<file path="src/rtl/rbuf_pkg.sv">
package rbuf_pkg;
  parameter int CHAN_W = 3;
  parameter int DATA_W = 10;
  parameter int BUS_W  = 16;
  parameter int ADDR_W = 4;
  localparam int NCHAN = 1 << CHAN_W;

  typedef struct packed {
    logic [NCHAN-1:0] chStore;
    logic [NCHAN-1:0] chRead;
    logic [NCHAN-1:0] chOvfClr;
    logic             glbStore;
    logic             glbRead;
    logic             glbOvfClr;
    logic             irqClr;
  } rbuf_strobe_t;
endpackage

</file>
<file path="src/rtl/rbuf_ctrl.sv">
module rbuf_ctrl
  import rbuf_pkg::*;
(
  input  logic              cvtValid,
  input  logic [CHAN_W-1:0] cvtChan,
  input  logic              busSel,
  input  logic              busWr,
  input  logic [ADDR_W-1:0] busAddr,
  input  logic [BUS_W-1:0]  busWdata,
  output rbuf_strobe_t      stb
);
  localparam logic [ADDR_W-1:0] STAT_ADDR = ADDR_W'(NCHAN);
  localparam logic [ADDR_W-1:0] LAST_ADDR = ADDR_W'(NCHAN + 1);
  localparam logic [ADDR_W-1:0] GSTA_ADDR = ADDR_W'(NCHAN + 2);

  logic rdAcc, wrAcc;
  assign rdAcc = busSel && !busWr;
  assign wrAcc = busSel && busWr;

  for (genvar i = 0; i < NCHAN; i++) begin : g_chan
    assign stb.chStore[i]  = cvtValid && (cvtChan == CHAN_W'(i));
    assign stb.chRead[i]   = rdAcc && (busAddr == ADDR_W'(i));
    assign stb.chOvfClr[i] = wrAcc && (busAddr == STAT_ADDR) && !busWdata[NCHAN + i];
  end

  assign stb.glbStore  = cvtValid;
  assign stb.glbRead   = rdAcc && (busAddr == LAST_ADDR);
  assign stb.glbOvfClr = wrAcc && (busAddr == GSTA_ADDR) && !busWdata[1];
  assign stb.irqClr    = wrAcc && (busAddr == GSTA_ADDR) && !busWdata[2];
endmodule

</file>
<file path="src/rtl/rbuf_datapath.sv">
module rbuf_datapath
  import rbuf_pkg::*;
(
  input  logic              clk,
  input  logic              rst_n,
  input  rbuf_strobe_t      stb,
  input  logic [DATA_W-1:0] cvtData,
  input  logic [ADDR_W-1:0] busAddr,
  output logic [BUS_W-1:0]  busRdata,
  output logic              irqCause,
  output logic [NCHAN-1:0]  chDone,
  output logic [NCHAN-1:0]  chOvf,
  output logic              glbDone,
  output logic              glbOvf
);
  logic [DATA_W-1:0] chBuf [NCHAN];
  logic [DATA_W-1:0] glbBuf;

  for (genvar i = 0; i < NCHAN; i++) begin : g_chan
    always_ff @(posedge clk or negedge rst_n) begin
      if (!rst_n) begin
        chBuf[i]  <= '0;
        chDone[i] <= 1'b0;
        chOvf[i]  <= 1'b0;
      end else begin
        if (stb.chStore[i]) chBuf[i] <= cvtData;
        chDone[i] <= stb.chStore[i] || (chDone[i] && !stb.chRead[i]);
        chOvf[i]  <= (chOvf[i] && !stb.chOvfClr[i])
                   || (stb.chStore[i] && chDone[i] && !stb.chRead[i]);
      end
    end
  end

  always_ff @(posedge clk or negedge rst_n) begin
    if (!rst_n) begin
      glbBuf   <= '0;
      glbDone  <= 1'b0;
      glbOvf   <= 1'b0;
      irqCause <= 1'b0;
    end else begin
      if (stb.glbStore) glbBuf <= cvtData;
      glbDone  <= stb.glbStore || (glbDone && !stb.glbRead);
      glbOvf   <= (glbOvf && !stb.glbOvfClr)
                || (stb.glbStore && glbDone && !stb.glbRead);
      irqCause <= stb.glbStore || (irqCause && !stb.irqClr);
    end
  end

  always_comb begin
    busRdata = '0;
    if (busAddr < ADDR_W'(NCHAN)) begin
      busRdata[DATA_W-1:0] = chBuf[busAddr[CHAN_W-1:0]];
    end else if (busAddr == ADDR_W'(NCHAN)) begin
      busRdata[NCHAN-1:0]       = chDone;
      busRdata[2*NCHAN-1:NCHAN] = chOvf;
    end else if (busAddr == ADDR_W'(NCHAN + 1)) begin
      busRdata[DATA_W-1:0] = glbBuf;
    end else if (busAddr == ADDR_W'(NCHAN + 2)) begin
      busRdata[2:0] = {irqCause, glbOvf, glbDone};
    end
  end
endmodule

</file>
<file path="src/rtl/rbuf_top.sv">
module rbuf_top
  import rbuf_pkg::*;
(
  input  logic              clk,
  input  logic              rst_n,
  input  logic              cvtValid,
  input  logic [CHAN_W-1:0] cvtChan,
  input  logic [DATA_W-1:0] cvtData,
  input  logic              busSel,
  input  logic              busWr,
  input  logic [ADDR_W-1:0] busAddr,
  input  logic [BUS_W-1:0]  busWdata,
  output logic [BUS_W-1:0]  busRdata,
  output logic              irqCause
);
  rbuf_strobe_t     stb;
  logic [NCHAN-1:0] chDone, chOvf;
  logic             glbDone, glbOvf;

  rbuf_ctrl u_ctrl (
    .cvtValid(cvtValid), .cvtChan(cvtChan), .busSel(busSel), .busWr(busWr),
    .busAddr(busAddr), .busWdata(busWdata), .stb(stb)
  );

  rbuf_datapath u_dp (
    .clk(clk), .rst_n(rst_n), .stb(stb), .cvtData(cvtData), .busAddr(busAddr),
    .busRdata(busRdata), .irqCause(irqCause), .chDone(chDone), .chOvf(chOvf),
    .glbDone(glbDone), .glbOvf(glbOvf)
  );
endmodule

</file>
<file path="config.mk">
export PLATFORM = sky130hd
export DESIGN_NAME = rbuf_top
export DESIGN_NICKNAME = d
export VERILOG_FILES = /design/src/rtl/rbuf_pkg.sv /design/src/rtl/rbuf_ctrl.sv /design/src/rtl/rbuf_datapath.sv /design/src/rtl/rbuf_top.sv
export SDC_FILE = /design/constraint.sdc
export NUM_CORES = 1
export LEC_CHECK = 0
export ABC_AREA = 1
export BUFFER_PORTS_ARGS = -buffer_cell sky130_fd_sc_hd__buf_2
export CAP_MARGIN = 20
export CELL_PAD_IN_SITES_DETAIL_PLACEMENT = 1
export CELL_PAD_IN_SITES_GLOBAL_PLACEMENT = 1
export CORE_MARGIN = 2
export CORE_UTILIZATION = 43
export DETAILED_ROUTE_END_ITERATION = 8
export PLACE_DENSITY_LB_ADDON = 0.25
export SYNTH_ARGS = -nofsm -noshare
export SYNTH_HDL_FRONTEND = slang
export SYNTH_SLANG_ARGS = --single-unit
</file>
<file path="constraint.sdc">
create_clock -name clk -period 0.9 [get_ports clk]
set_input_delay 0.045 -clock clk [delete_from_list [all_inputs] [get_ports clk]]
set_output_delay 0.045 -clock clk [all_outputs]
set_load 0.005 [all_outputs]
</file>
==> metrics.cfg, run 1 <==
[floorplan]
dieArea_um2 = 13200
num_rows = 40
core_um2 = 12000
die_h_um = 115
ioPinCount = 55
die_x_um = 115
start_util = 0.440

[drt]
routed_wl_um = 17300
drtIter0Drc = 270
route.detailed.drc = 0
wl_per_cell_um = 17.9
vias = 5060
viasPerCell = 5.25
postRouteAntennaNets = 0
dr.pass1.iters = 5

[final_layout]
synthToLayoutAreaGrowth_pct = 28.5
fill_cells = 1488
fin_nets = 849
multiInputGateArea_um2 = 2280
drive_gt1_frac = 0.223
diodes = 0
area.sequential_um2 = 2730

[timing]
worst_slack_ns = -0.458
finalHoldViolations = 0
worstMarginPinSlew_ns = 0.386
setup_violations = 17
slew_violations = 0
period_share = 1.51
post-route-min-period_ns = 1.36
fmax_mhz = 736
setup_tns_ns = -4.93
maxSlewHeadroom = 0.742
rsz0062_at_grt = true
clock-skew-final_ns = 0.00492

[critical_path]
critPathTopFamily = simple AND/OR/NAND/NOR gates
startpoint_type = flip-flop
timing.critical_path.mode_cell = nand2_1
cp_num_buf_inv = 1
worstSetupEndpointType = primary output
critPathMaxStageDelay_ns = 0.40
crit_fanout = 2
critical_path_class = reg2out
critPathRequiredTime_ns = 0.85
path_cells = nand2_1 -> nand2_1 -> nand2_1 -> nand2_2 -> nand2_2 -> nand3_2 -> buf_2
crit_arrival_ns = 1.31
cpMaxStageDelayCell = dfrtp_1

[global_route]
grt_max_degree = 30
grt_pass1_wl_um = 27700
overflow = 0
antenna_found_initial = 0
grt.total_usage = 0.276
grt_pass1_vias = 5395

[synthesis]
synthArstFlopShare = 1.00
synth.yosys.warnings = 0
syn-num-nets = 736
synth_area_leaders = dfrtp_1 (52%), nand2_1 (24%), o21ai_0 (5.7%)
synth_top_area_frac = 0.517
ys.flop_type = dfrtp_1
synth_area_um2 = 5280
synth_edf_count = 0
synth_cells = 698
synth_cell_types = 24
synth_seq_cells = 109
seq_area_frac_synth = 0.517
avgSynthCellArea_um2 = 7.56
synth_top_area_cell = dfrtp_1

[placed_design]
pre_cts_ws_ns = -0.297
hpwl_um = 11500
gp_congestion = 0.889
io_buffers = 48

[run]
cap_violations = 0

[pwr]
ir_worst_vdd_v = 0.00115
power_switching_mw = 4.09
power_frac_comb = 0.223
leakagePower_nw = 3.63
power.density_nw_per_um2 = 1940
pwr-share-seq = 0.480
pwr-share-clk = 0.297
internal-power_mw = 9.05
p_sw_frac = 0.311
finalPower_mw = 13.1

[clock_network]
htree_levels = 3
root_buffer = clkbuf_16
clock-sinks = 109
clock_path_buffers = 2
cts_tree = yes
cts_made_buffers = 9
clk_pin_slew_ns = 0.07
clock_latency_ns = 0.36

[min_path]
hp-class = in2reg

[outcome]
status = complete, but fails checks
violations = negative setup slack

timing repair:
item / in CTS / in global routing
resized for setup: 15 / 9
pin swaps: 42 / 36
buffers inserted: 13 / 11
hold buffers: 11 / 0
setup endpoints to repair: 17 / 17
endpoints found under the hold margin: 119 / 0
power by group through the flow:
stage	sequential [mW]	clock (mW)	combinational [mW]
2_1_floorplan	6.23	0	1.53
3_3_place_gp	6.33	0	2.39
3_5_place_dp	6.38	0	2.51
4_1_cts	6.28	3.95	2.78
5_1_grt	6.40	4.14	3.33
6_report	6.31	3.91	2.93
worst register-to-register path, stage by stage, from the launching register on:
cell,delay (ns)
dfrtp_1,0.39
buf_4,0.13
buf_4,0.12
nor2_2,0.06
a21oi_1,0.04
cells in the mapped netlist (2+ instances only):
library cell and instances:
o21ai_0 60, o21ai_1 24, a21oi_1 10, dfrtp_1 109, inv_2 4, buf_2 12
nand3_1 26, buf_6 5, nand4_1 6, nor2_2 4, inv_1 35, nand2_1 343
nand2_2 2, clkbuf_2 2, o21ai_2 8, nor2_4 2, buf_4 4, clkbuf_1 10
nor2_1 27
layer usage:
metal / global-route usage / routed length [um]
met3: 0.0395 / 805
met4: 0.0908 / 318
met1: 0.350 / 7520
met5: 0 / 0
met2: 0.488 / 8610
path summary, 6_finish.rpt:
path	start	end	slack, ns	cells past startpoint
setup / recovery	u_dp.chBuf[5]$_DFFE_PN0P_	busRdata[5]	-0.46	7
hold / removal	cvtChan[1]	u_dp.chDone[7]$_DFF_PN0_	0.02	3
setup reg to reg	u_dp.chBuf[4]$_DFFE_PN0P_	u_dp.chBuf[4]$_DFFE_PN0P_	0.03	4
hold reg to reg	u_dp.chOvf[6]$_DFF_PN0_	u_dp.chOvf[6]$_DFF_PN0_	0.48	2
max in group asynchronous	rst_n	u_dp.chDone[6]$_DFF_PN0_	0.30	3
min in group asynchronous	rst_n	u_dp.chBuf[45]$_DFFE_PN0P_	0.12	2
state kept, by name, summed over array words and instances (netlist names):
signal	flops
u_dp.chBuf	80
u_dp.glbDone	1
u_dp.chDone	8
u_dp.glbBuf	10
u_dp.irqCause	1
u_dp.chOvf	8
u_dp.glbOvf	1
through the flow:
| stage | std cells | cell area, um2 | utilization | hold slack, ns |
|---|---|---|---|---|
| detailed placement | 912 | 6120 | 0.509 | -0.0340 |
| finish | 963 | 6780 | 0.565 | 0.0244 |
| global route | 963 | 6780 | 0.565 | 0.0635 |
| global placement | 912 | 6120 | 0.509 | -0.0343 |
| CTS | 952 | 6670 | 0.555 | 0.0159 |
| floorplan | 698 | 5280 | - | -0.251 |
logic make-up after synthesis:
kind of cell / share of synthesized area
flops: 0.517
simple gates: 0.317
buf+inv: 0.0645
compound gates: 0.102
layout make-up:
type                    instances  share of cell area
flip-flops and latches        109               0.402
clock inverters                 7             0.00867
well taps                     147              0.0271
repair buffers                135               0.171
clock buffers                   9              0.0332
inverters                      39              0.0216
multi-input cells             517               0.336
placed cells by master (no fill, tap or decap), drive strengths merged:
master | netlist | final
clkbuf | 12 | 9
nand4 | 6 | 6
buf | 21 | 124
a21oi | 10 | 10
dfrtp | 109 | 109
nor2 | 34 | 34
clkinvlp | 0 | 1
o21ai | 92 | 92
nand3b | 1 | 1
dlygate4sd3 | 0 | 11
or2 | 1 | 1
clkinv | 0 | 3
nand2 | 346 | 346
inv | 39 | 42
nand3 | 27 | 27
Note: power is estimated with default switching activity, not from simulation.
==> run 2, diff against run 1 <==
Settings changed: ABC_AREA 1 to not set, BUFFER_PORTS_ARGS -buffer_cell sky130_fd_sc_hd__buf_2 to not set, CORE_UTILIZATION 43 to 45, DONT_BUFFER_PORTS set to 1.
==> run 2 against run 1 <==
The flow finishes with violations (negative hold slack, negative setup slack). Combinational power shrank 7.5%. Routed wire length shrank 18%. Worst setup slack lost 0.33 ns. Hold slack lost 0.64 ns. Largest cell class unchanged. Global-route usage shrank 2.1 points. Synthesized cell count shrank 46%. Critical path type unchanged. Clock power shrank 3%.
==> metrics.cfg, run 2 <==
[outcome]
status = complete, but fails checks
violations = negative hold slack, negative setup slack

[final_layout]
final_common_cell = dfrtp_1
largest_reg_flops = 80  ; unchanged
regMostFlops = u_dp.chBuf
fill_cells = 1087  ; -27%
diodes = 0  ; unchanged
layout_common_cells = dfrtp_1 (109), nand2_1 (52), mux2_2 (51)
area.sequential_um2 = 2730  ; unchanged
reg.largest.list = u_dp.chBuf x80, u_dp.glbBuf x10
synthToLayoutAreaGrowth_pct = 24.2
multiInputGateArea_um2 = 2360  ; +3.3%
finalNonFillerCells = 596  ; -38%
fin_nets = 489  ; -42%
drive_gt1_frac = 0.432  ; +0.209

[clock_network]
cts_made_buffers = 9  ; unchanged
clock_latency_ns = 0.35  ; about the same
clk_pin_slew_ns = 0.07  ; about the same
clock_path_buffers = 2  ; unchanged
cts_tree = yes
clock-sinks = 109  ; unchanged
root_buffer = clkbuf_16
cts_hold_buf = 28  ; +17
htree_levels = 3  ; unchanged

[floorplan]
ioPinCount = 55  ; unchanged
dieArea_um2 = 12100  ; -7.9%
die_x_um = 110  ; -4.0%
die_h_um = 110  ; -4.0%
core_um2 = 10900  ; -9.0%
start_util = 0.464  ; +0.0244
num_rows = 38  ; -5.0%

[global_route]
grt_pass1_wl_um = 22000  ; -21%
antenna_found_initial = 0  ; unchanged
overflow = 0  ; unchanged
grt.total_usage = 0.255  ; -0.0212
grt_pass1_vias = 3788  ; -30%
grt_max_degree = 110  ; +270%

[drt]
viasPerCell = 5.71  ; +8.7%
drtIter0Drc = 190  ; -30%
routed_wl_um = 14200  ; -18%
vias = 3405  ; -33%
wl_per_cell_um = 23.9  ; +33%
postRouteAntennaNets = 0  ; unchanged
route.detailed.drc = 0  ; unchanged
dr.pass1.iters = 4  ; -1

[critical_path]
path_cells = mux4_4 -> a22oi_2 -> o21ai_2
crit_arrival_ns = 1.64  ; +0.33 ns
critPathRequiredTime_ns = 0.85  ; about the same
startpoint_type = flip-flop
critPathMaxStageDelay_ns = 0.61  ; +0.21 ns
cpMaxStageDelayCell = mux4_4
critical_path_class = reg2out
worstSetupEndpointType = primary output
crit_fanout = 2  ; unchanged

[placed_design]
io_buffers = 0  ; -100%
placed_cells = 545  ; -40%
hpwl_um = 8720  ; -24%
pre_cts_ws_ns = -0.414  ; -0.118 ns
gp_congestion = 0.816  ; -8.2%

[synthesis]
synth_compound_area_frac = 0.0612  ; -0.0412
synth_area_leaders = dfrtp_1 (54%), mux2_2 (17%), mux4_1 (6.2%)
synth_common_cells = dfrtp_1 (109), mux2_2 (76), nand2_1 (53)
synth-simple-area-share = 0.0841  ; -0.232
ys.flop_type = dfrtp_1
synth_adder_area_share = 0  ; unchanged
synth_most_common_cell = dfrtp_1
synth_top_area_cell = dfrtp_1
synth_xor_xnor_area_share = 0  ; unchanged
synthArstFlopShare = 1.00  ; unchanged
synth_seq_cells = 109  ; unchanged
synth_area_um2 = 5070  ; -3.9%
synth_edf_count = 0  ; unchanged
synthMuxAreaShare = 0.283  ; +0.283
synth_cell_types = 35  ; +46%
synth_top_family_by_area = multiplexers
synth_cells = 379  ; -46%
seq_area_frac_synth = 0.538  ; +0.0210
syn-num-nets = 417  ; -43%
synth_top_area_frac = 0.538  ; +0.0210
synth.yosys.warnings = 0  ; unchanged
avgSynthCellArea_um2 = 13.4  ; +77%

[timing]
worst_slack_ns = -0.788  ; -0.330 ns
fmax_mhz = 592  ; -20%
worstMarginPinSlew_ns = 0.770  ; +0.383 ns
rsz0062_at_grt = true
period_share = 1.88  ; +0.366
post-route-min-period_ns = 1.69  ; +0.330 ns
setup_violations = 18  ; +1
clock-skew-final_ns = 0.00382  ; -0.00111 ns
hold_slack_ns = -0.617  ; -0.642 ns
finalHoldViolations = 109  ; +109
slew_violations = 0  ; unchanged
maxSlewHeadroom = 0.486  ; -0.256

[pwr]
power.density_nw_per_um2 = 2050  ; +5.9%
leakagePower_nw = 2.75  ; -24%
p_sw_frac = 0.252  ; -0.0596
power_frac_comb = 0.209  ; -0.014
pwr-share-seq = 0.498  ; +0.018
ir_worst_vdd_v = 0.00109  ; -5.2%
internal-power_mw = 9.68  ; +7.0%
power_switching_mw = 3.26  ; -20%
pwr-share-clk = 0.292  ; -0.005

[min_path]
hp-class = in2async

[run]
cap_violations = 0  ; unchanged

==> run 2: cell count changes in the layout (fill, tap and decap cells not counted), sizes merged, moves of 23 or more <==
cell / previous run / this run
buf: 124 / 54
inv: 42 / 4
mux2: 0 / 77
nand2: 346 / 53
nand3: 27 / 4
nor2: 34 / 4
o21ai: 92 / 38
==> run 2: layout make-up <==
| cell class | instances | share of cell area |
|---|---|---|
| multi-input combinational | 245 | 0.374 |
| tap | 140 | 0.0278 |
| sequential | 109 | 0.433 |
| inverter | 4 | 0.00318 |
| timing repair buffer | 82 | 0.118 |
| clock inverter | 3 | 0.00318 |
| clock buffer | 13 | 0.0413 |
==> run 2: path summary, 6_finish.rpt <==
check	from	to	slack [ns]	depth (start not counted)
setup / recovery	u_dp.chBuf[34]$_DFFE_PN0P_	busRdata[4]	-0.79	3
hold / removal	rst_n	u_dp.chBuf[66]$_DFFE_PN0P_	-0.62	0
setup reg to reg	u_dp.chBuf[26]$_DFFE_PN0P_	u_dp.chBuf[26]$_DFFE_PN0P_	-0.09	3
hold reg to reg	u_dp.chBuf[38]$_DFFE_PN0P_	u_dp.chBuf[38]$_DFFE_PN0P_	0.48	2
max in group asynchronous	rst_n	u_dp.chBuf[13]$_DFFE_PN0P_	1.34	0
min in group clk	cvtChan[2]	u_dp.chDone[1]$_DFF_PN0_	0.02	4
==> run 2: metrics by stage <==
stage / TNS [ns] / hold slack, ns / instance area [um2] / util / power, mW
3_5_place_dp: -13.29 / -0.248 / 5540 / 0.506 / 8.71
6_report: -6.92 / -0.617 / 6300 / 0.576 / 12.9
5_1_grt: -7.64 / -0.629 / 6300 / 0.576 / 13.5
2_1_floorplan: -8.71 / -0.251 / 5220 / - / 8.08
4_1_cts: -10.65 / -0.621 / 6200 / 0.567 / 12.8
3_3_place_gp: -12.15 / -0.247 / 5540 / 0.506 / 8.55
==> run 2: routing by layer <==
layer,track usage,vias up,part of all wire
li1,-,1520,-
met1,0.331,1796,0.44
met2,0.434,73,0.49
met3,0.0500,16,0.053
met4,0.0768,0,0.016
met5,0,-,0
==> run 2: repair_timing <==
| action | CTS | global route |
|---|---|---|
| hold endpoints to repair | 215 | 109 |
| buffers inserted | 7 | 7 |
| pin swaps | 1 | 1 |
| resized for setup | 12 | 36 |
| setup endpoints to repair | 18 | 53 |
==> run 2: logic make-up after synthesis <==
| logic type | after synthesis |
|---|---|
| flip-flops | 109 |
| AO/OA/AOI/OAI | 54 |
| buffers and inverters | 25 |
| AND/OR/NAND/NOR | 87 |
| multiplexers | 104 |
==> run 2: power groups by stage <==
stage	logic (mW)	clock network [mW]	registers, mW
finish	2.71	3.78	6.45
global route	2.93	4.02	6.55
CTS	2.57	3.86	6.41
detailed placement	2.21	0	6.50
global placement	2.12	0	6.43
floorplan	1.80	0	6.28
==> run 2: critical path: cells and delay by family, from the launching register on <==
family         cells  cell delay [ns]
multiplexers       1             0.61
flip-flops         1             0.38
AO/OA/AOI/OAI      2             0.31
